<file path="config.mk">
export PLATFORM = sky130hd
export DESIGN_NAME = mode_link_unit
export DESIGN_NICKNAME = d
export VERILOG_FILES = /design/src/rtl/mlu_pkg.sv /design/src/rtl/mlu_ctrl.sv /design/src/rtl/mlu_datapath.sv /design/src/rtl/mode_link_unit.sv
export SDC_FILE = /design/constraint.sdc
export NUM_CORES = 1
export LEC_CHECK = 0
export BUFFER_PORTS_ARGS = -buffer_cell sky130_fd_sc_hd__buf_2
export CAP_MARGIN = 20
export CORE_MARGIN = 2
export CORE_UTILIZATION = 36
export CTS_CLUSTER_SIZE = 25
export DETAILED_ROUTE_END_ITERATION = 10
export GPL_TIMING_DRIVEN = 1
export PLACE_DENSITY = 0.77
export REMOVE_ABC_BUFFERS = 1
export SYNTH_ARGS = -nofsm -noshare
export SYNTH_HDL_FRONTEND = slang
export SYNTH_SLANG_ARGS = --single-unit
</file>
<file path="constraint.sdc">
create_clock -name clk -period 1.2 [get_ports clk]
set_clock_uncertainty 0.05 [all_clocks]
set_input_delay 0.06 -clock clk [delete_from_list [all_inputs] [get_ports clk]]
set_output_delay 0.06 -clock clk [all_outputs]
set_load 0.01 [all_outputs]
</file>
<file path="src/rtl/mlu_pkg.sv">
package mlu_pkg;

  typedef enum logic [1:0] {
    OP_LINK_STAT  = 2'd0,
    OP_LINK_STORE = 2'd1,
    OP_SAVE_SET   = 2'd2,
    OP_SET_MODE   = 2'd3
  } brOp_t;

  // Strobes from control to datapath
  typedef struct packed {
    logic linkWrite;
    logic branch;
    logic modeFromTarget;
    logic statusForm;
    logic storeForm;
    logic ilcLow;
  } strobes_t;

endpackage

</file>
<file path="src/rtl/mlu_ctrl.sv">
module mlu_ctrl
  import mlu_pkg::*;
#(
  parameter int REGNUM_W = 4
) (
  input  logic [1:0]          opCode,
  input  logic                opImmForm,
  input  logic [REGNUM_W-1:0] regNumA,
  input  logic [REGNUM_W-1:0] regNumB,
  output strobes_t            strb
);

  brOp_t op;
  logic  regForm;

  assign op = brOp_t'(opCode);

  always_comb begin
    regForm = 1'b1;
    if (op == OP_LINK_STAT || op == OP_LINK_STORE) regForm = !opImmForm;

    strb                = '0;
    strb.branch         = !(regForm && (regNumB == '0));
    strb.linkWrite      = (op != OP_SET_MODE) || (regNumA != '0);
    strb.modeFromTarget = (op == OP_SAVE_SET) || (op == OP_SET_MODE);
    strb.statusForm     = (op == OP_LINK_STAT);
    strb.storeForm      = (op == OP_LINK_STORE);
    strb.ilcLow         = !regForm;
  end

endmodule

</file>
<file path="src/rtl/mlu_datapath.sv">
module mlu_datapath
  import mlu_pkg::*;
#(
  parameter int WORD_W   = 32,
  parameter int NARROW_W = 24,
  parameter int CC_W     = 2,
  parameter int PM_W     = 4
) (
  input  logic              clk,
  input  logic              rstN,
  input  logic              opValid,
  input  strobes_t          strb,
  input  logic [WORD_W-1:0] opndB,
  input  logic [WORD_W-1:0] nextAddr,
  input  logic [CC_W-1:0]   condCode,
  input  logic [PM_W-1:0]   progMask,
  input  logic [WORD_W-1:0] eaIn,
  output logic              linkWe,
  output logic [WORD_W-1:0] linkData,
  output logic              branchTaken,
  output logic [WORD_W-1:0] targetAddr,
  output logic              modeBit,
  output logic [WORD_W-1:0] eaOut
);

  localparam int WIDE_W = WORD_W - 1;
  localparam int STAT_W = WORD_W - NARROW_W;
  localparam int ILC_W  = STAT_W - CC_W - PM_W;

  logic              modeQ;
  logic              newMode;
  logic [WORD_W-1:0] tgtMasked;
  logic [WORD_W-1:0] linkWord;
  logic [WORD_W-1:0] narrowRet;
  logic [WORD_W-1:0] wideRet;
  logic [ILC_W-1:0]  ilc;
  logic              unusedTop;

  function automatic logic [WORD_W-1:0] maskAddr(input logic wide, input logic [WORD_W-1:0] w);
    if (wide) return {1'b0, w[WIDE_W-1:0]};
    return {{STAT_W{1'b0}}, w[NARROW_W-1:0]};
  endfunction

  assign unusedTop = nextAddr[WORD_W-1] ^ eaIn[WORD_W-1];
  assign ilc       = {{(ILC_W-1){1'b0}}, strb.ilcLow};
  assign narrowRet = {{STAT_W{1'b0}}, nextAddr[NARROW_W-1:0]};
  assign wideRet   = {1'b1, nextAddr[WIDE_W-1:0]};
  assign newMode   = strb.modeFromTarget ? opndB[WORD_W-1] : modeQ;
  assign tgtMasked = maskAddr(newMode, opndB);
  assign eaOut     = maskAddr(modeQ, eaIn);

  always_comb begin
    if (modeQ) linkWord = strb.storeForm ? {1'b0, nextAddr[WIDE_W-1:0]} : wideRet;
    else if (strb.statusForm) linkWord = {ilc, condCode, progMask, nextAddr[NARROW_W-1:0]};
    else linkWord = narrowRet;
  end

  always_ff @(posedge clk) begin
    if (!rstN) begin
      modeQ       <= 1'b0;
      linkWe      <= 1'b0;
      branchTaken <= 1'b0;
      linkData    <= '0;
      targetAddr  <= '0;
    end else begin
      linkWe      <= opValid && strb.linkWrite;
      branchTaken <= opValid && strb.branch;
      if (opValid) linkData <= linkWord;
      if (opValid && strb.branch) begin
        targetAddr <= tgtMasked;
        modeQ      <= newMode;
      end
    end
  end

  assign modeBit = modeQ;


  link_after_strobe_chk: assert property (@(posedge clk) disable iff (!rstN)
    (linkWe || branchTaken) |-> $past(opValid));


  mode_source_chk: assert property (@(posedge clk) disable iff (!rstN)
    (modeQ != $past(modeQ)) |-> $past(opValid && strb.modeFromTarget && strb.branch));


  narrow_target_chk: assert property (@(posedge clk) disable iff (!rstN)
    (branchTaken && !modeQ) |-> (targetAddr[WORD_W-1:NARROW_W] == '0));


  wide_target_chk: assert property (@(posedge clk) disable iff (!rstN)
    (branchTaken && modeQ) |-> !targetAddr[WORD_W-1]);

endmodule

</file>
<file path="src/rtl/mode_link_unit.sv">
module mode_link_unit
  import mlu_pkg::*;
#(
  parameter int WORD_W   = 32,
  parameter int NARROW_W = 24,
  parameter int REGNUM_W = 4
) (
  input  logic                clk,
  input  logic                rstN,
  input  logic                opValid,
  input  logic [1:0]          opCode,
  input  logic                opImmForm,
  input  logic [REGNUM_W-1:0] regNumA,
  input  logic [REGNUM_W-1:0] regNumB,
  input  logic [WORD_W-1:0]   opndB,
  input  logic [WORD_W-1:0]   nextAddr,
  input  logic [1:0]          condCode,
  input  logic [3:0]          progMask,
  input  logic [WORD_W-1:0]   eaIn,
  output logic                linkWe,
  output logic [WORD_W-1:0]   linkData,
  output logic                branchTaken,
  output logic [WORD_W-1:0]   targetAddr,
  output logic                modeBit,
  output logic [WORD_W-1:0]   eaOut
);

  strobes_t strb;

  mlu_ctrl #(.REGNUM_W(REGNUM_W)) uCtrl (
    .opCode   (opCode),
    .opImmForm(opImmForm),
    .regNumA  (regNumA),
    .regNumB  (regNumB),
    .strb     (strb)
  );

  mlu_datapath #(.WORD_W(WORD_W), .NARROW_W(NARROW_W), .CC_W(2), .PM_W(4)) uPath (
    .clk        (clk),
    .rstN       (rstN),
    .opValid    (opValid),
    .strb       (strb),
    .opndB      (opndB),
    .nextAddr   (nextAddr),
    .condCode   (condCode),
    .progMask   (progMask),
    .eaIn       (eaIn),
    .linkWe     (linkWe),
    .linkData   (linkData),
    .branchTaken(branchTaken),
    .targetAddr (targetAddr),
    .modeBit    (modeBit),
    .eaOut      (eaOut)
  );


  switch_nosave_chk: assert property (@(posedge clk) disable iff (!rstN)
    (opValid && opCode == 2'd3 && regNumA == '0) |=> !linkWe);


  ea_mask_chk: assert property (@(posedge clk) disable iff (!rstN)
    modeBit ? !eaOut[WORD_W-1] : (eaOut[WORD_W-1:NARROW_W] == '0));

endmodule

</file>
==> impl_metrics.prom, run 1 <==
# TYPE chip_impl_metric gauge
chip_impl_info{name="start_kind",value="register"} 1
chip_impl_metric{name="final_hold_viol_count",unit=""} 0
chip_impl_metric{name="start_util",unit="%"} 36.8
chip_impl_metric{name="fin_cells",unit=""} 610
chip_impl_metric{name="synth_area",unit="µm²"} 2800
chip_impl_metric{name="cts.reportedPaths.clkPinSlew",unit="ps"} 70
chip_impl_metric{name="row_count",unit=""} 32
chip_impl_metric{name="preCtsSetupSlack",unit="ps"} -381
chip_impl_metric{name="max_freq",unit="MHz"} 828
chip_impl_metric{name="inserted_diodes",unit=""} 0
chip_impl_metric{name="portBuffers",unit=""} 162
chip_impl_info{name="result_of_the_run",value="finished with violations"} 1
chip_impl_metric{name="finalWorstSetupSlack",unit="ps"} -7.96
chip_impl_info{name="rsz0062_at_grt",value="yes"} 1
chip_impl_metric{name="power.density_cell_area",unit="nW/µm²"} 1150
chip_impl_metric{name="dp_hpwl",unit="mm"} 5.66
chip_impl_metric{name="via_per_inst",unit=""} 4.73
chip_impl_metric{name="synth.lib_cells_used.distinct",unit=""} 24
chip_impl_metric{name="postSynthRegisterBits",unit=""} 66
chip_impl_metric{name="maxCapViolations",unit=""} 0
chip_impl_info{name="tritoncts",value="yes"} 1
chip_impl_metric{name="drt-pass1-iter-count",unit=""} 5
chip_impl_metric{name="globalplace.congestion",unit=""} 0.831
chip_impl_metric{name="layout.filler_cells",unit=""} 601
chip_impl_metric{name="dieArea",unit="µm²"} 8490
chip_impl_info{name="min-delay-path-class",value="in2reg"} 1
chip_impl_metric{name="route.antenna.remaining_nets",unit=""} 0
chip_impl_info{name="synth_ff_type",value="dfxtp_1"} 1
chip_impl_metric{name="fp.coreArea",unit="µm²"} 7610
chip_impl_metric{name="grt_usage",unit="%"} 21.3
chip_impl_metric{name="path_max_fanout",unit=""} 8
chip_impl_metric{name="area.sequential",unit="µm²"} 1330
chip_impl_metric{name="design.portCount",unit=""} 215
chip_impl_metric{name="final_area",unit="µm²"} 4570
chip_impl_metric{name="globalRouteOverflowTotal",unit=""} 0
chip_impl_metric{name="post-route-period-util",unit="%"} 101
chip_impl_metric{name="chip_height",unit="µm"} 92.2
chip_impl_info{name="master_cell_of_the_clock_root_buffer",value="clkbuf_8"} 1
chip_impl_metric{name="synth_edf_count",unit=""} 0
chip_impl_metric{name="final-max-slew-violation-count",unit=""} 0
chip_impl_metric{name="numCtsBuffers",unit=""} 9
chip_impl_metric{name="initial_antenna_violation_count",unit=""} 0
chip_impl_metric{name="die-width",unit="µm"} 92.2
chip_impl_info{name="yosys.area.top_type",value="dfxtp_1"} 1
chip_impl_metric{name="cp_data_arrival_time",unit="ps"} 1100
chip_impl_metric{name="cts_num_sinks",unit=""} 66
chip_impl_metric{name="irDropWorstVdd",unit="V"} 0.000614
chip_impl_metric{name="place.detailed.instances",unit=""} 524
chip_impl_metric{name="drt_first_iter_violations",unit=""} 52
chip_impl_metric{name="post-route-util",unit="%"} 60.0
chip_impl_metric{name="avgRoutedWirePerCell",unit="µm"} 15.6
chip_impl_metric{name="grt_max_degree",unit=""} 55
chip_impl_metric{name="area_growth_syn_to_layout",unit="%"} 63.2
chip_impl_metric{name="final.min_clock_period",unit="ps"} 1210
chip_impl_info{name="violations_in_the_final_reports",value="setup timing"} 1
chip_impl_metric{name="design.final.nets",unit=""} 620
chip_impl_metric{name="number_of_global_route_vias_before_repair",unit=""} 2954
chip_impl_metric{name="synth.yosys.warnings",unit=""} 0
chip_impl_info{name="setup.worst_path.class",value="reg2out"} 1
chip_impl_metric{name="fin_worst_hold_slack",unit="ps"} 22.5
chip_impl_metric{name="htree_levels",unit=""} 3
chip_impl_metric{name="worst_skew_pair.late_latency",unit="ps"} 320
chip_impl_metric{name="static-leakage-power",unit="nW"} 2.34
chip_impl_metric{name="ff2ff_setup_slack",unit="ps"} 10
chip_impl_info{name="worst_setup_path_end_kind",value="output port"} 1
chip_impl_metric{name="post_synth.cell_area_avg",unit="µm²"} 9.48
chip_impl_info{name="most_used_standard_cell_by_instance_count_after_synthesis",value="dfxtp_1"} 1
chip_impl_metric{name="drive_above_1_share",unit="%"} 39.4
chip_impl_metric{name="synth_instances",unit=""} 295
chip_impl_metric{name="route.vias.total",unit=""} 2885
chip_impl_metric{name="wirelength",unit="mm"} 9.50
chip_impl_info{name="largest_cells_by_area_after_synthesis",value="dfxtp_1 47%, mux2i_1 20%, nand2_1 7.9%"} 1
chip_impl_metric{name="required",unit="ps"} 1090
chip_impl_metric{name="synth_async_sr_flop_share",unit="%"} 0
chip_impl_metric{name="post_synthesis_sequential_area_ratio",unit="%"} 47.2
chip_impl_info{name="post_synth_most_frequent_cells",value="66 x dfxtp_1, 59 x nand2_1, 56 x mux2i_1"} 1
chip_impl_metric{name="drc",unit=""} 0
chip_impl_metric{name="synth.top_cell.area_share",unit="%"} 47.2
chip_impl_metric{name="final_number_of_setup_violating_endpoints",unit=""} 4
chip_impl_metric{name="deepest_clock_path_buffer_count",unit=""} 2
chip_impl_metric{name="grt_pass1_wl",unit="mm"} 14.1
chip_impl_metric{name="place_area",unit="µm²"} 3560
chip_impl_metric{name="area_occupied_by_multi_input_gates",unit="µm²"} 1210
-- report_power, final --
part           switching (mW)  internal [mW]  leakage [nW]
Sequential             0.0653           2.31         0.544
Clock                   0.787           1.12         0.106
Combinational           0.425          0.532          1.69
-- cell usage in the layout, fill, tap and decap left out, drive strengths merged --
cell type	synthesis	routed
dfxtp	66	66
a31oi	1	1
nor2b	1	1
mux2	1	1
and2	8	8
conb	1	2
nand2	59	59
clkinv	1	2
o21ai	1	1
nor2	27	27
inv	2	2
a21oi	2	2
o211ai	1	1
bufinv	0	1
a22o	12	12
nand3	7	7
nor4b	1	1
or4	1	1
a211oi	1	1
dlygate4sd3	0	67
nor4	2	2
clkbuf	11	14
buf	33	173
mux2i	56	56
-- path summary, 6_finish.rpt --
check                       startpoint                   end  cells after the start
hold reg to reg   uPath.targetAddr[25]  uPath.targetAddr[25]                      2
hold / removal                    rstN         uPath.modeBit                      3
setup reg to reg         uPath.modeBit    uPath.linkData[28]                      3
setup / recovery         uPath.modeBit             eaOut[27]                      3
-- metal layers --
| metal | share of wire (%) | track usage, % | vias up |
|---|---|---|---|
| met5 | 0.62 | 5.77 | - |
| met4 | 1.8 | 8.71 | 2 |
| met3 | 11 | 10.7 | 21 |
| met2 | 49 | 36.4 | 180 |
| met1 | 37 | 21.9 | 1314 |
| li1 | - | - | 1368 |
-- state kept, by name, summed over array words and instances (netlist names) --
name	cells
uPath.branchTaken	1
uPath.linkData	32
uPath.linkWe	1
uPath.modeBit	1
uPath.targetAddr	31
-- through the flow --
step	power, mW	TNS [ps]
finish	5.24	-19.9
global route	5.49	-519
CTS	5.25	-94.4
floorplan	2.73	-20280
detailed placement	3.15	-10310
global placement	3.12	-8680
-- critical path, stage by stage, from the launching register on --
cell and delay (ps):
dfxtp_4 390, buf_6 140, and2_4 150, buf_6 90
-- kinds of logic (layout without fill, tap and decap cells) --
family | Yosys count | in the layout | share of synthesized area [%]
simple gates | 106 | 106 | 16.0
flops | 66 | 66 | 47.2
compound gates | 18 | 18 | 5.46
buf+inv | 47 | 259 | 10.8
mux | 57 | 57 | 20.4
other cells | 1 | 2 | 0.134
-- timing repair --
action,in CTS,in global routing
resized for setup,10,10
endpoints found under the hold margin,63,0
endpoints found under the setup margin,11,24
hold buffers,67,0
pin swaps,1,2
gates cloned,0,1
setup buffers,1,2
-- final cells by class --
type | instances | share of cell area, %
clock buffers | 13 | 3.70
clock inverters | 2 | 0.767
inverters | 3 | 0.247
multi-input cells | 183 | 26.5
flip-flops and latches | 66 | 29.0
well taps | 102 | 2.79
repair buffers | 241 | 37.0
Power figures use the tool's default switching activity.
==> run 2: changes to the inputs <==
--- a/config.mk
+++ b/config.mk
@@ -8,11 +8,12 @@
 export BUFFER_PORTS_ARGS = -buffer_cell sky130_fd_sc_hd__buf_2
 export CAP_MARGIN = 20
 export CORE_MARGIN = 2
-export CORE_UTILIZATION = 36
+export CORE_UTILIZATION = 40
 export CTS_CLUSTER_SIZE = 25
 export DETAILED_ROUTE_END_ITERATION = 10
 export GPL_TIMING_DRIVEN = 1
-export PLACE_DENSITY = 0.77
+export MAX_ROUTING_LAYER = met4
+export PLACE_DENSITY = 0.81
 export REMOVE_ABC_BUFFERS = 1
 export SYNTH_ARGS = -nofsm -noshare
 export SYNTH_HDL_FRONTEND = slang
==> constraint.sdc (replaced) <==
create_clock -name clk -period 1.29 [get_ports clk]
set_clock_uncertainty 0.05 [all_clocks]
set_input_delay 0.0645 -clock clk [delete_from_list [all_inputs] [get_ports clk]]
set_output_delay 0.0645 -clock clk [all_outputs]
set_load 0.01 [all_outputs]
==> impl_metrics.prom, run 2 (synthesized netlist as in run 1, its figures left out) <==
# TYPE chip_impl_metric gauge
chip_impl_info{name="result_of_the_run",value="finished clean"} 1
chip_impl_metric{name="design.final.nets",unit=""} 616
chip_impl_metric{name="final.min_clock_period",unit="ps"} 1280
chip_impl_metric{name="grt_max_degree",unit=""} 63
chip_impl_metric{name="initial_antenna_violation_count",unit=""} 0
chip_impl_metric{name="area_growth_syn_to_layout",unit="%"} 59.0
chip_impl_metric{name="r2r_cells",unit=""} 3
chip_impl_metric{name="numCtsBuffers",unit=""} 9
chip_impl_metric{name="via_per_inst",unit=""} 4.80
chip_impl_metric{name="min_delay_path_depth",unit=""} 3
chip_impl_metric{name="chip_height",unit="µm"} 87.6
chip_impl_metric{name="worst_skew_pair.late_latency",unit="ps"} 330
chip_impl_info{name="worst_r2r_startpoint",value="uPath.modeBit"} 1
chip_impl_info{name="final_common_cell",value="buf_2"} 1
chip_impl_metric{name="final_number_of_setup_violating_endpoints",unit=""} 0
chip_impl_metric{name="preCtsSetupSlack",unit="ps"} -221
chip_impl_info{name="rsz0062_at_grt",value="no"} 1
chip_impl_info{name="endpoint",value="uPath.targetAddr[23]"} 1
chip_impl_metric{name="row_count",unit=""} 30
chip_impl_info{name="start_kind",value="input port"} 1
chip_impl_metric{name="drt_first_iter_violations",unit=""} 90
chip_impl_metric{name="cts_num_sinks",unit=""} 66
chip_impl_info{name="setup.worst_path.start",value="opImmForm"} 1
chip_impl_info{name="biggestRegsByFlops",value="uPath.linkData (32), uPath.targetAddr (31)"} 1
chip_impl_info{name="capture_point_of_the_worst_reg_to_reg_path",value="uPath.linkData[30]"} 1
chip_impl_metric{name="drt-pass1-iter-count",unit=""} 4
chip_impl_info{name="min-delay-path-class",value="in2reg"} 1
chip_impl_metric{name="die-width",unit="µm"} 87.6
chip_impl_metric{name="number_of_global_route_vias_before_repair",unit=""} 2828
chip_impl_metric{name="final_hold_viol_count",unit=""} 0
chip_impl_metric{name="post-route-period-util",unit="%"} 99.2
chip_impl_metric{name="route.vias.total",unit=""} 2878
chip_impl_metric{name="htree_levels",unit=""} 3
chip_impl_metric{name="fin_worst_hold_slack",unit="ps"} 20.6
chip_impl_metric{name="grt_usage",unit="%"} 24.0
chip_impl_metric{name="required",unit="ps"} 1490
chip_impl_metric{name="cts.reportedPaths.clkPinSlew",unit="ps"} 70
chip_impl_metric{name="place.detailed.instances",unit=""} 519
chip_impl_metric{name="deepest_clock_path_buffer_count",unit=""} 2
chip_impl_metric{name="dp_hpwl",unit="mm"} 6.08
chip_impl_metric{name="max_freq",unit="MHz"} 782
chip_impl_info{name="mostFrequentLayoutCells",value="161 x buf_2, 65 x dfxtp_1, 64 x dlygate4sd3_1"} 1
chip_impl_metric{name="grt_pass1_wl",unit="mm"} 13.4
chip_impl_metric{name="maxCapViolations",unit=""} 0
chip_impl_metric{name="cp_data_arrival_time",unit="ps"} 1480
chip_impl_metric{name="design.portCount",unit=""} 215
chip_impl_info{name="setup.worst_path.class",value="in2reg"} 1
chip_impl_metric{name="drc",unit=""} 0
chip_impl_metric{name="globalplace.congestion",unit=""} 0.770
chip_impl_info{name="worst_setup_path_end_kind",value="register"} 1
chip_impl_metric{name="dieArea",unit="µm²"} 7680
chip_impl_metric{name="start_util",unit="%"} 41.2
chip_impl_metric{name="static-leakage-power",unit="nW"} 2.31
chip_impl_metric{name="fin_cells",unit=""} 600
chip_impl_info{name="master_cell_of_the_clock_root_buffer",value="clkbuf_8"} 1
chip_impl_metric{name="finalWorstSetupSlack",unit="ps"} 10.9
chip_impl_metric{name="inserted_diodes",unit=""} 0
chip_impl_metric{name="avgRoutedWirePerCell",unit="µm"} 16.0
chip_impl_metric{name="portBuffers",unit=""} 162
chip_impl_metric{name="path_max_fanout",unit=""} 8
chip_impl_metric{name="globalRouteOverflowTotal",unit=""} 0
chip_impl_metric{name="final-max-slew-violation-count",unit=""} 0
chip_impl_metric{name="ff2ff_setup_slack",unit="ps"} 70
chip_impl_metric{name="wirelength",unit="mm"} 9.63
chip_impl_metric{name="fp.coreArea",unit="µm²"} 6790
chip_impl_info{name="tritoncts",value="yes"} 1
chip_impl_metric{name="route.antenna.remaining_nets",unit=""} 0
chip_impl_metric{name="largest_reg_flops",unit=""} 32
chip_impl_metric{name="power.density_cell_area",unit="nW/µm²"} 1010
chip_impl_metric{name="irDropWorstVdd",unit="V"} 0.000678
chip_impl_info{name="register_containing_the_most_flip_flops_in_the_final_layout",value="uPath.linkData"} 1
chip_impl_metric{name="drive_above_1_share",unit="%"} 38.1
run 2: stage by stage:
stage | util [%] | power, mW | TNS, ps | instance area (µm²)
finish | 65.5 | 4.49 | 0 | 4450
detailed placement | 52.4 | 2.93 | -6230 | 3560
global placement | 52.4 | 2.91 | -5380 | 3560
CTS | 64.0 | 4.46 | 0 | 4350
global route | 65.5 | 4.70 | 0 | 4450
floorplan | - | 2.54 | -17000 | 2510
run 2: worst min path at each step:
stage	startpoint	end	slack [ps]
2_1_floorplan	eaIn[0]	eaOut[0]	80
3_3_place_gp	eaIn[4]	eaOut[4]	80
3_5_place_dp	eaIn[4]	eaOut[4]	80
4_1_cts	nextAddr[25]	uPath.linkData[25]	1
5_1_grt	nextAddr[25]	uPath.linkData[25]	9
6_report	nextAddr[28]	uPath.linkData[28]	20
run 2: metal layers:
metal  global-route usage [%]  wire [µm]  share of wire (%)  vias up
met2                     36.3       4450                 46      169
met3                     11.3       1050                 11       24
met1                     27.4       3890                 40     1326
met4                     9.65        240                2.5        0
met5                        -          0                  0        -
li1                         -          -                  -     1359
run 2: layout make-up:
cell class / count / area (µm²)
fill: 524 / 2340
timing repair buffer: 237 / 1650
sequential: 66 / 1330
multi-input combinational: 183 / 1190
clock buffer: 11 / 131
tap: 96 / 120
clock inverter: 4 / 20.0
inverter: 3 / 11.3
run 2: timing repair:
action                                  CTS  global route
endpoints found under the setup margin    7            31
hold buffers                             64             0
resized for setup                         2             3
pin swaps                                 0             1
gates cloned                              0             3
setup buffers                             0             1
endpoints found under the hold margin    62             0
run 2: power breakdown:
group	switching, mW	total, mW	internal, mW
logic	0.389	0.880	0.492
clock network	0.722	1.40	0.674
registers	0.0616	2.21	2.15
total	1.17	4.49	3.32
run 2: critical path, stage by stage:
cell and delay, ps:
dlygate4sd3_1 570, nor2b_4 150, o21ai_4 160, buf_12 150, clkbuf_16 160, mux2i_1 220
==> run 3: changes to the inputs <==
--- a/config.mk
+++ b/config.mk
@@ -7,13 +7,15 @@
 export LEC_CHECK = 0
 export BUFFER_PORTS_ARGS = -buffer_cell sky130_fd_sc_hd__buf_2
 export CAP_MARGIN = 20
+export CELL_PAD_IN_SITES_DETAIL_PLACEMENT = 1
+export CELL_PAD_IN_SITES_GLOBAL_PLACEMENT = 1
 export CORE_MARGIN = 2
-export CORE_UTILIZATION = 40
+export CORE_UTILIZATION = 24
 export CTS_CLUSTER_SIZE = 25
 export DETAILED_ROUTE_END_ITERATION = 10
 export GPL_TIMING_DRIVEN = 1
 export MAX_ROUTING_LAYER = met4
-export PLACE_DENSITY = 0.81
+export PLACE_DENSITY_LB_ADDON = 0.1
 export REMOVE_ABC_BUFFERS = 1
 export SYNTH_ARGS = -nofsm -noshare
 export SYNTH_HDL_FRONTEND = slang
==> constraint.sdc (replaced) <==
create_clock -name clk -period 1.1 [get_ports clk]
set_clock_uncertainty 0.05 [all_clocks]
set_input_delay 0.055 -clock clk [delete_from_list [all_inputs] [get_ports clk]]
set_output_delay 0.055 -clock clk [all_outputs]
set_load 0.01 [all_outputs]
==> impl_metrics.prom, run 3 (synthesized netlist as in run 1, its figures left out) <==
# TYPE chip_impl_metric gauge
chip_impl_info{name="final_common_cell",value="buf_2"} 1
chip_impl_info{name="setup.worst_path.class",value="in2reg"} 1
chip_impl_metric{name="fin_cells",unit=""} 651
chip_impl_info{name="worst_r2r_startpoint",value="uPath.modeBit"} 1
chip_impl_metric{name="grt_max_degree",unit=""} 35
chip_impl_metric{name="worst_skew_pair.late_latency",unit="ps"} 310
chip_impl_info{name="mostFrequentLayoutCells",value="153 x buf_2, 65 x dfxtp_1, 63 x dlygate4sd3_1"} 1
chip_impl_metric{name="post-route-period-util",unit="%"} 109
chip_impl_metric{name="grt_usage",unit="%"} 15.8
chip_impl_metric{name="fin_worst_hold_slack",unit="ps"} 9.59
chip_impl_info{name="master_cell_of_the_clock_root_buffer",value="clkbuf_16"} 1
chip_impl_metric{name="die-width",unit="µm"} 112
chip_impl_metric{name="required",unit="ps"} 1300
chip_impl_info{name="min-delay-path-class",value="in2reg"} 1
chip_impl_metric{name="portBuffers",unit=""} 162
chip_impl_metric{name="finalWorstSetupSlack",unit="ps"} -94.9
chip_impl_metric{name="htree_levels",unit=""} 3
chip_impl_metric{name="area_growth_syn_to_layout",unit="%"} 67.6
chip_impl_metric{name="area.sequential",unit="µm²"} 1330
chip_impl_metric{name="maxCapViolations",unit=""} 0
chip_impl_metric{name="numCtsBuffers",unit=""} 9
chip_impl_info{name="result_of_the_run",value="finished with violations"} 1
chip_impl_metric{name="drt-pass1-iter-count",unit=""} 4
chip_impl_info{name="violations_in_the_final_reports",value="setup timing"} 1
chip_impl_metric{name="power.density_cell_area",unit="nW/µm²"} 1370
chip_impl_metric{name="ff2ff_setup_slack",unit="ps"} -40
chip_impl_metric{name="grt_pass1_wl",unit="mm"} 15.2
chip_impl_metric{name="route.antenna.remaining_nets",unit=""} 0
chip_impl_metric{name="drive_above_1_share",unit="%"} 40.2
chip_impl_metric{name="avgRoutedWirePerCell",unit="µm"} 14.9
chip_impl_metric{name="place_area",unit="µm²"} 3630
chip_impl_metric{name="drt_first_iter_violations",unit=""} 73
chip_impl_metric{name="static-leakage-power",unit="nW"} 2.38
chip_impl_metric{name="cp_data_arrival_time",unit="ps"} 1390
chip_impl_info{name="tritoncts",value="yes"} 1
chip_impl_metric{name="final_area",unit="µm²"} 4690
chip_impl_info{name="path_delay_family",value="simple AND/OR/NAND/NOR gates"} 1
chip_impl_metric{name="final_hold_viol_count",unit=""} 0
chip_impl_metric{name="globalRouteOverflowTotal",unit=""} 0
chip_impl_metric{name="max_freq",unit="MHz"} 837
chip_impl_metric{name="r2r_cells",unit=""} 3
chip_impl_info{name="worstPathCellList",value="buf_6, or4_4, o21ai_4, clkbuf_16, mux2i_1"} 1
chip_impl_metric{name="cts.reportedPaths.clkPinSlew",unit="ps"} 60
chip_impl_metric{name="path_max_fanout",unit=""} 12
chip_impl_metric{name="irDropWorstVdd",unit="V"} 0.000826
chip_impl_metric{name="fin_setup_tns",unit="ps"} -2390
chip_impl_metric{name="design.portCount",unit=""} 215
chip_impl_metric{name="chip_height",unit="µm"} 112
chip_impl_metric{name="dieArea",unit="µm²"} 12500
chip_impl_metric{name="place.detailed.instances",unit=""} 569
chip_impl_metric{name="initial_antenna_violation_count",unit=""} 1
chip_impl_metric{name="globalplace.congestion",unit=""} 0.665
chip_impl_metric{name="via_per_inst",unit=""} 4.28
chip_impl_metric{name="area_occupied_by_multi_input_gates",unit="µm²"} 1210
chip_impl_metric{name="number_of_global_route_vias_before_repair",unit=""} 2975
chip_impl_info{name="start_kind",value="input port"} 1
chip_impl_info{name="capture_point_of_the_worst_reg_to_reg_path",value="uPath.linkData[30]"} 1
chip_impl_metric{name="dp_hpwl",unit="mm"} 6.76
chip_impl_info{name="biggestRegsByFlops",value="uPath.linkData (32), uPath.targetAddr (31)"} 1
chip_impl_metric{name="largest_reg_flops",unit=""} 32
chip_impl_metric{name="fp.coreArea",unit="µm²"} 11400
chip_impl_metric{name="final.min_clock_period",unit="ps"} 1190
chip_impl_metric{name="post-route-util",unit="%"} 41.1
chip_impl_metric{name="timing.critical_path.buf_inv",unit=""} 2
chip_impl_metric{name="cts_num_sinks",unit=""} 66
chip_impl_metric{name="preCtsSetupSlack",unit="ps"} -421
chip_impl_info{name="register_containing_the_most_flip_flops_in_the_final_layout",value="uPath.linkData"} 1
chip_impl_metric{name="drc",unit=""} 0
chip_impl_info{name="worst_setup_path_end_kind",value="register"} 1
chip_impl_metric{name="final-max-slew-violation-count",unit=""} 0
chip_impl_info{name="critPathSlowestCell",value="or4_4"} 1
chip_impl_metric{name="power",unit="mW"} 6.42
chip_impl_metric{name="deepest_clock_path_buffer_count",unit=""} 2
chip_impl_metric{name="start_util",unit="%"} 24.5
chip_impl_metric{name="wirelength",unit="mm"} 9.70
chip_impl_metric{name="design.final.nets",unit=""} 619
chip_impl_metric{name="layout.filler_cells",unit=""} 1346
chip_impl_info{name="endpoint",value="uPath.targetAddr[28]"} 1
chip_impl_info{name="setup.worst_path.start",value="regNumB[1]"} 1
chip_impl_metric{name="final_number_of_setup_violating_endpoints",unit=""} 42
chip_impl_info{name="rsz0062_at_grt",value="yes"} 1
chip_impl_metric{name="critical_path.max_stage_delay",unit="ps"} 550
chip_impl_metric{name="route.vias.total",unit=""} 2786
chip_impl_metric{name="crit_cells",unit=""} 5
chip_impl_metric{name="row_count",unit=""} 39
-- run 3: worst min path at each step --
stage | slack [ps] | depth (start not counted) | from | to
2_1_floorplan | 60 | 0 | eaIn[0] | eaOut[0]
3_3_place_gp | 60 | 0 | eaIn[17] | eaOut[17]
3_5_place_dp | 60 | 0 | eaIn[17] | eaOut[17]
4_1_cts | 0.3 | 3 | nextAddr[28] | uPath.linkData[28]
5_1_grt | 30 | 3 | nextAddr[29] | uPath.linkData[29]
6_report | 10 | 3 | nextAddr[28] | uPath.linkData[28]
-- run 3: power by group --
| part | switching [mW] | leakage [nW] | total (mW) | internal, mW |
|---|---|---|---|---|
| registers | 0.0693 | 0.544 | 2.60 | 2.53 |
| logic | 0.447 | 1.69 | 1.03 | 0.579 |
| clock network | 0.995 | 0.142 | 2.79 | 1.80 |
| total | 1.51 | 2.38 | 6.42 | 4.90 |
-- run 3: layout make-up --
| class | instances | share of cell area, % |
|---|---|---|
| inverters | 3 | 0.240 |
| repair buffers | 240 | 35.8 |
| diodes | 1 | 0.0534 |
| multi-input cells | 183 | 25.8 |
| well taps | 143 | 3.82 |
| clock buffers | 12 | 5.26 |
| flip-flops and latches | 66 | 28.3 |
| clock inverters | 3 | 0.854 |
-- run 3: worst reg2reg max path, delay by kind of cell (launching register included) --
family             cells  cell delay [ps]
AOI/OAI and AO/OA      2              420
DFF                    1              380
and+or+nand+nor        1              190
-- run 3: what timing repair did --
item	4_1_cts	5_1_grt
pin swaps	0	1
resized for setup	6	21
endpoints found under the hold margin	62	0
buffers inserted	0	1
endpoints found under the setup margin	47	43
cloned	0	2
hold buffers	63	0
-- run 3: metal layers --
layer	vias up	track usage (%)	routed length (µm)
li1	1370	-	-
met1	1279	16.9	3950
met2	131	26.2	4640
met3	6	8.17	1040
met4	0	3.66	71
met5	-	-	0
